--- src/rtl/fgen_pkg.sv ---
package fgen_pkg;
  localparam int unsigned FIELD_W    = 10;
  localparam int unsigned CH_PER_REG = 3;
  localparam int unsigned CODE_W     = 8;
  localparam int unsigned RATIO_W    = CODE_W + 2;
  localparam int unsigned SCALE_BIT  = 30;
  localparam int unsigned DIS_OFS    = 16;

  // internal source index
  typedef enum logic [1:0] {
    SRC_CPU  = 2'd0,
    SRC_AUX  = 2'd1,
    SRC_AUX2 = 2'd2
  } src_e;

  function automatic logic [RATIO_W-1:0] calc_ratio(input logic scale,
                                                    input logic [CODE_W-1:0] code);
    logic [RATIO_W-1:0] base;
    base = RATIO_W'(code) + RATIO_W'(1);
    return scale ? base : (base << 1);
  endfunction
endpackage

--- src/rtl/fgen_regs.sv ---
module fgen_regs #(
  parameter bit          EXT    = 1'b1,
  parameter int unsigned NCH    = 6,
  parameter int unsigned ADDR_W = 2,
  localparam int unsigned NREG  = (NCH + fgen_pkg::CH_PER_REG - 1) / fgen_pkg::CH_PER_REG
) (
  input  logic                  clk_i,
  input  logic                  rst_ni,
  input  logic                  we_i,
  input  logic [ADDR_W-1:0]     addr_i,
  input  logic [31:0]           wdata_i,
  output logic [31:0]           rdata_o,
  output logic [NREG-1:0][31:0] ctl_o
);
  import fgen_pkg::*;

  logic [NREG-1:0][31:0] ctl_q;
  logic [NCH-1:0][1:0]   shadow_q;

  always_ff @(posedge clk_i or negedge rst_ni) begin
    if (!rst_ni) begin
      ctl_q    <= '0;
      shadow_q <= {NCH{2'd1}};
    end else if (we_i) begin
      for (int r = 0; r < int'(NREG); r++) begin
        if (int'(addr_i) == r) ctl_q[r] <= wdata_i;
      end
      for (int ch = 0; ch < int'(NCH); ch++) begin
        if (int'(addr_i) == ch / CH_PER_REG) begin
          if (wdata_i[(ch % CH_PER_REG) * FIELD_W +: 2] != 2'd0)
            shadow_q[ch] <= wdata_i[(ch % CH_PER_REG) * FIELD_W +: 2];
        end
        if (int'(addr_i) == int'(NREG)) begin
          if (wdata_i[DIS_OFS + ch]) begin
            if (EXT) ctl_q[ch / CH_PER_REG][(ch % CH_PER_REG) * FIELD_W +: 2] <= 2'd0;
            else     ctl_q[ch / CH_PER_REG][(ch % CH_PER_REG) * FIELD_W + 1] <= 1'b0;
          end else if (wdata_i[ch]) begin
            if (EXT) ctl_q[ch / CH_PER_REG][(ch % CH_PER_REG) * FIELD_W +: 2] <= shadow_q[ch];
            else     ctl_q[ch / CH_PER_REG][(ch % CH_PER_REG) * FIELD_W + 1] <= 1'b1;
          end
        end
      end
    end
  end

  always_comb begin
    rdata_o = '0;
    for (int r = 0; r < int'(NREG); r++) begin
      if (int'(addr_i) == r) rdata_o = ctl_q[r];
    end
  end

  assign ctl_o = ctl_q;
endmodule

--- src/rtl/fgen_decode.sv ---
module fgen_decode #(
  parameter bit EXT = 1'b1
) (
  input  logic [fgen_pkg::FIELD_W-1:0] field_i,
  input  logic                         scale_i,
  output logic                         en_o,
  output logic [1:0]                   src_o,
  output logic                         scale_o,
  output logic [fgen_pkg::CODE_W-1:0]  code_o
);
  import fgen_pkg::*;

  assign code_o = field_i[FIELD_W-1:2];

  generate
    if (EXT) begin : g_ext
      assign en_o    = |field_i[1:0];
      assign scale_o = scale_i;
      always_comb begin
        unique case (field_i[1:0])
          2'd1:    src_o = SRC_AUX2;
          2'd3:    src_o = SRC_AUX;
          default: src_o = SRC_CPU;
        endcase
      end
    end else begin : g_leg
      assign en_o    = field_i[1];
      assign scale_o = 1'b0;
      assign src_o   = field_i[0] ? SRC_AUX : SRC_CPU;
    end
  endgenerate
endmodule

--- src/rtl/fgen_chan.sv ---
module fgen_chan #(
  parameter int unsigned NSRC = 3
) (
  input  logic                          clk_i,
  input  logic                          rst_ni,
  input  logic                          en_i,
  input  logic [1:0]                    src_i,
  input  logic                          scale_i,
  input  logic [fgen_pkg::CODE_W-1:0]   code_i,
  input  logic [NSRC-1:0]               tick_i,
  output logic                          clk_o,
  output logic                          stb_o,
  output logic [fgen_pkg::RATIO_W-1:0]  ratio_o
);
  import fgen_pkg::*;

  logic [RATIO_W-1:0] ratio_cfg, ratio_q, ratio_n, cnt_q, cnt_n;
  logic [1:0]         src_q, src_n;
  logic               en_q, tick, start, wrap, clk_q, stb_q, clk_n, stb_n;

  assign ratio_cfg = calc_ratio(scale_i, code_i);
  assign tick      = (int'(src_q) < int'(NSRC)) ? tick_i[src_q] : 1'b0;
  assign start     = en_i & ~en_q;
  assign wrap      = tick & en_q & (cnt_q == ratio_q - RATIO_W'(1));

  always_comb begin
    cnt_n   = cnt_q;
    ratio_n = ratio_q;
    src_n   = src_q;
    if (!en_i || start || wrap) begin
      // period boundary (or idle): latch the configuration
      cnt_n   = '0;
      ratio_n = ratio_cfg;
      src_n   = src_i;
    end else if (tick) begin
      cnt_n = cnt_q + RATIO_W'(1);
    end
    stb_n = en_i & wrap;
    if (ratio_n == RATIO_W'(1)) clk_n = en_i & wrap;
    else                        clk_n = en_i & (cnt_n < (ratio_n >> 1));
  end

  always_ff @(posedge clk_i or negedge rst_ni) begin
    if (!rst_ni) begin
      en_q    <= 1'b0;
      cnt_q   <= '0;
      ratio_q <= RATIO_W'(2);
      src_q   <= SRC_CPU;
      clk_q   <= 1'b0;
      stb_q   <= 1'b0;
    end else begin
      en_q    <= en_i;
      cnt_q   <= cnt_n;
      ratio_q <= ratio_n;
      src_q   <= src_n;
      clk_q   <= clk_n;
      stb_q   <= stb_n;
    end
  end

  assign clk_o   = clk_q;
  assign stb_o   = stb_q;
  assign ratio_o = ratio_q;
endmodule

--- src/rtl/fgen_bank.sv ---
module fgen_bank #(
  parameter bit          EXT    = 1'b1,
  parameter int unsigned NCH    = 6,
  parameter int unsigned ADDR_W = 2
) (
  input  logic              clk_i,
  input  logic              rst_ni,
  input  logic              cpu_tick_i,
  input  logic              aux_tick_i,
  input  logic              aux2_tick_i,
  input  logic              reg_we_i,
  input  logic [ADDR_W-1:0] reg_addr_i,
  input  logic [31:0]       reg_wdata_i,
  output logic [31:0]       reg_rdata_o,
  output logic [NCH-1:0]    div_clk_o,
  output logic [NCH-1:0]    div_stb_o
);
  import fgen_pkg::*;

  localparam int unsigned NREG = (NCH + CH_PER_REG - 1) / CH_PER_REG;
  localparam int unsigned NSRC = 3;

  logic [NREG-1:0][31:0]        ctl_q;
  logic [NSRC-1:0]              ticks;
  logic [NCH-1:0]               ch_en;
  logic [NCH-1:0][RATIO_W-1:0]  act_ratio;

  assign ticks = {aux2_tick_i, aux_tick_i, cpu_tick_i};

  fgen_regs #(.EXT(EXT), .NCH(NCH), .ADDR_W(ADDR_W)) u_regs (
    .clk_i   (clk_i),
    .rst_ni  (rst_ni),
    .we_i    (reg_we_i),
    .addr_i  (reg_addr_i),
    .wdata_i (reg_wdata_i),
    .rdata_o (reg_rdata_o),
    .ctl_o   (ctl_q)
  );

  for (genvar c = 0; c < int'(NCH); c++) begin : g_ch
    localparam int unsigned RIDX = c / CH_PER_REG;
    localparam int unsigned OFS  = (c % CH_PER_REG) * FIELD_W;
    logic [1:0]        src;
    logic              scale;
    logic [CODE_W-1:0] code;

    fgen_decode #(.EXT(EXT)) u_dec (
      .field_i (ctl_q[RIDX][OFS +: FIELD_W]),
      .scale_i (ctl_q[RIDX][SCALE_BIT]),
      .en_o    (ch_en[c]),
      .src_o   (src),
      .scale_o (scale),
      .code_o  (code)
    );

    fgen_chan #(.NSRC(NSRC)) u_chan (
      .clk_i   (clk_i),
      .rst_ni  (rst_ni),
      .en_i    (ch_en[c]),
      .src_i   (src),
      .scale_i (scale),
      .code_i  (code),
      .tick_i  (ticks),
      .clk_o   (div_clk_o[c]),
      .stb_o   (div_stb_o[c]),
      .ratio_o (act_ratio[c])
    );
  end
endmodule

--- config.mk ---
export PLATFORM = sky130hd
export DESIGN_NAME = fgen_bank
export DESIGN_NICKNAME = d
export VERILOG_FILES = /design/src/rtl/fgen_pkg.sv /design/src/rtl/fgen_regs.sv /design/src/rtl/fgen_decode.sv /design/src/rtl/fgen_chan.sv /design/src/rtl/fgen_bank.sv
export SDC_FILE = /design/constraint.sdc
export NUM_CORES = 1
export LEC_CHECK = 0
export BUFFER_PORTS_ARGS = -buffer_cell sky130_fd_sc_hd__buf_2
export CAP_MARGIN = 20
export CORE_UTILIZATION = 30
export DETAILED_ROUTE_END_ITERATION = 10
export PLACE_DENSITY = 0.49
export SLEW_MARGIN = 10
export SYNTH_ARGS = -nofsm -noshare
export SYNTH_HDL_FRONTEND = slang
export SYNTH_HIERARCHICAL = 1
export SYNTH_SLANG_ARGS = --single-unit
--- constraint.sdc ---
create_clock -name clk_i -period 5.2 [get_ports clk_i]
set_input_delay 0.26 -clock clk_i [delete_from_list [all_inputs] [get_ports clk_i]]
set_output_delay 0.26 -clock clk_i [all_outputs]
set_load 0.03 [all_outputs]
==> results.yml <==
final_layout:
  nFillCells: 5552
  final_common_cell: "nand2_1"
  finalInstanceArea_sq_um: 18110
  n_antenna_cell: 0
  final_cell_mix: "nand2_1, dfrtp_1, nor2_1"
  layout.cells.non_filler: 2576
  drive_gt1_share_pct: 13.24
  area_growth_syn_to_layout_pct: 11.72
  nets: 1971
  postLayoutCoreUtil_pct: 34.19
floorplanning:
  ios: 84
  initial_core_util_pct: 30.60
  die_y_um: 234.5
  die_area_sq_um: 54970
  rows: 84
  core_sq_um: 52970
  die_width_um: 234.5
clock_network:
  clkSlewWorstSetupHoldPaths_ps: 60
  clock_sinks: 226
  cts_made_buffers: 29
  cts_root_buf: "clkbuf_16"
  cts_buffer_depth: 3
  clock_latency_ps: 580
  cts_tree: "built"
  htree_levels: 1
logic_synthesis:
  synth-edff-count: 0
  synth.distinct_cells: 58
  syn_area_sq_um: 16210
  synth_area_per_cell_sq_um: 8.697
  syn-num-nets: 1970
  synthArstFlopShare_pct: 100.0
  ys_seq_area_share_pct: 34.98
  synthCells: 1864
  synth-seq-cells: 226
  synth_ff_type: "dfrtp_1"
  yosys_warnings: 6
drt:
  ant_nets: 0
  dr.pass1.iters: 5
  dr_total_vias: 13350
  drcViolationCount: 0
  viasPerCell: 5.181
  drt_iter0_drc: 1086
  wire_per_inst_um: 17.62
  wl_um: 45390
place:
  gp_congestion: 0.8783
  dpl.cell_count: 2492
  pre_cts_ws_ps: 907.3
  hpwl_um: 33550
  dpl_cell_area_sq_um: 16780
  portBuffers: 83
run_status:
  run_status: "finished clean"
power_and_ir_drop:
  power_leakage_nw: 8.272
  p_per_area_nw_per_um2: 430.7
  ir_drop_v: 0.0002532
sta:
  max_freq_mhz: 229.3
  post-route-worst-setup-slack_ps: 839.7
  rsz0062_at_grt: "false"
  finalHoldViolations: 0
  final-max-slew-violation-count: 0
  fin_crit_ps: 4360
  timing.setup.tns_ps: 0
  clock_skew_ps: 20.61
  max_slew_margin_pct: 42.60
  finalSetupViolCount: 0
  worst_slew_pin_slew_ps: 858.9
  period_share_pct: 83.85
hold_path:
  hold_path.class: "input pin to register"
worst_setup_path:
  cp-start-kind: "register"
  cp-end-kind: "register"
  cp_max_fo: 17
  path_class: "register to register"
  cp.required_ps: 5720
  crit_arrival_ps: 4880
global_route:
  grt_overflow: 0
  grt_pass1_wl_um: 72270
  grt_util_all_layers_pct: 16.43
  grt_antenna_before_repair: 3
  grt_max_degree: 132
  grt_pass1_vias: 13100
run:
  maxCapViolCount: 0
==> worst max-delay path: stages, from the launching register on <==
cell      delay (ps)
dfstp_2          560
inv_1             60
ha_1             280
xor2_1           160
nand3_1          100
a221oi_1         300
nand3_1          190
o311ai_4         660
buf_4            350
nor2_1           100
ha_1             290
a21o_1           160
a21o_1           170
a211oi_1         230
o21ai_0          170
nor3_1           200
mux2_2           180
mux2_4           130
==> what timing repair did <==
item / CTS / global route
resized for setup: 0 / 0
setup buffers: 0 / 0
endpoints found under the hold margin: 140 / 0
hold buffers: 29 / 0
==> power by group <==
part / internal [mW] / total (mW) / leakage, nW / switching (mW)
Clock: 1.34 / 2.16 / 0.501 / 0.821
Sequential: 2.16 / 2.80 / 2.85 / 0.649
Combinational: 1.23 / 2.84 / 4.92 / 1.61
==> metrics by stage <==
stage               power, mW  hold slack, ps
global route            8.334           25.47
global placement        5.612           353.8
detailed placement      5.635           350.8
finish                  7.800           31.78
CTS                     7.874           5.831
floorplan               4.919          -35.59
==> area by class of cell <==
cell class | instances | area [sq um] | area share (%)
Sequential cell | 226 | 5670 | 31.31
Clock inverter | 12 | 203.9 | 1.126
Inverter | 97 | 364.1 | 2.010
Clock buffer | 42 | 814.5 | 4.498
Multi-Input combinational cell | 1377 | 9290 | 51.30
Timing Repair Buffer | 134 | 905.9 | 5.002
Tap cell | 688 | 860.8 | 4.753
==> path summary, 6_finish.rpt <==
path                                                startpoint                             endpoint  slack [ps]  cells after the start
max in group asynchronous                               rst_ni  g_ch[4].u_chan/ratio_o[6]$_DFF_PN0_        3710                      3
max reg2reg                g_ch[2].u_chan/ratio_o[1]$_DFF_PN1_       g_ch[2].u_chan/clk_o$_DFF_PN0_         840                     17
max                        g_ch[2].u_chan/ratio_o[1]$_DFF_PN1_       g_ch[2].u_chan/clk_o$_DFF_PN0_         840                     17
min                                            reg_wdata_i[11]       u_regs/shadow_q[3]$_DFFE_PN0P_          30                      3
min reg2reg                       u_regs/ctl_o[63]$_DFFE_PN0P_         u_regs/ctl_o[63]$_DFFE_PN0P_         480                      2
min in group asynchronous                               rst_ni  g_ch[2].u_chan/ratio_o[7]$_DFF_PN0_         250                      2
==> per-layer routing <==
| layer | vias up | GRT usage, % | wire, um |
|---|---|---|---|
| li1 | 6490 | - | - |
| met1 | 6526 | 22.39 | 21390 |
| met2 | 262 | 27.25 | 21290 |
| met3 | 63 | 1.986 | 1744 |
| met4 | 4 | 4.536 | 939 |
| met5 | - | 0 | 22 |
==> cells in the mapped netlist, types with 13 or more instances <==
master    number  area share (%)
nand4_1       54             2.1
a211oi_1      18            0.83
o211ai_1      18            0.83
a31oi_1       13            0.50
nand2_1      224             5.2
nand4b_1      13            0.70
nor2b_1       17            0.66
ha_1          66             5.1
o21ai_0       50             1.5
buf_2         21            0.65
clkbuf_1      68             1.6
a21o_1        17            0.79
buf_4         69             3.2
o22ai_1       18            0.69
nand3_1       72             2.2
o31ai_1       13            0.60
mux2_2        44             3.1
a21oi_1       64             2.0
nor3_1        48             1.5
dfrtp_1      214              33
nor4_1        18            0.69
nor2_1       186             4.3
mux2i_1       98             6.1
inv_1         97             2.2
xnor2_1       66             3.6
xor2_1        90             4.9
==> sequential cells by signal, summed over array words and instances (netlist names) <==
| name | cells |
|---|---|
| g_ch.u_chan/cnt_q | 60 |
| u_regs/ctl_o | 64 |
| g_ch.u_chan/en_q | 6 |
| u_regs/shadow_q | 12 |
| g_ch.u_chan/clk_o | 6 |
| g_ch.u_chan/src_q | 12 |
| g_ch.u_chan/stb_o | 6 |
| g_ch.u_chan/ratio_o | 60 |
==> cell families after synthesis <==
kind of cell / count (synthesis) / share of synthesized area, %
simple gates: 713 / 21.16
buf+inv: 261 / 8.081
mux: 148 / 9.664
xor+xnor: 156 / 8.429
flops: 226 / 34.98
fa+ha+maj: 66 / 5.094
compound gates: 294 / 12.59
Power figures use the tool's default switching activity.
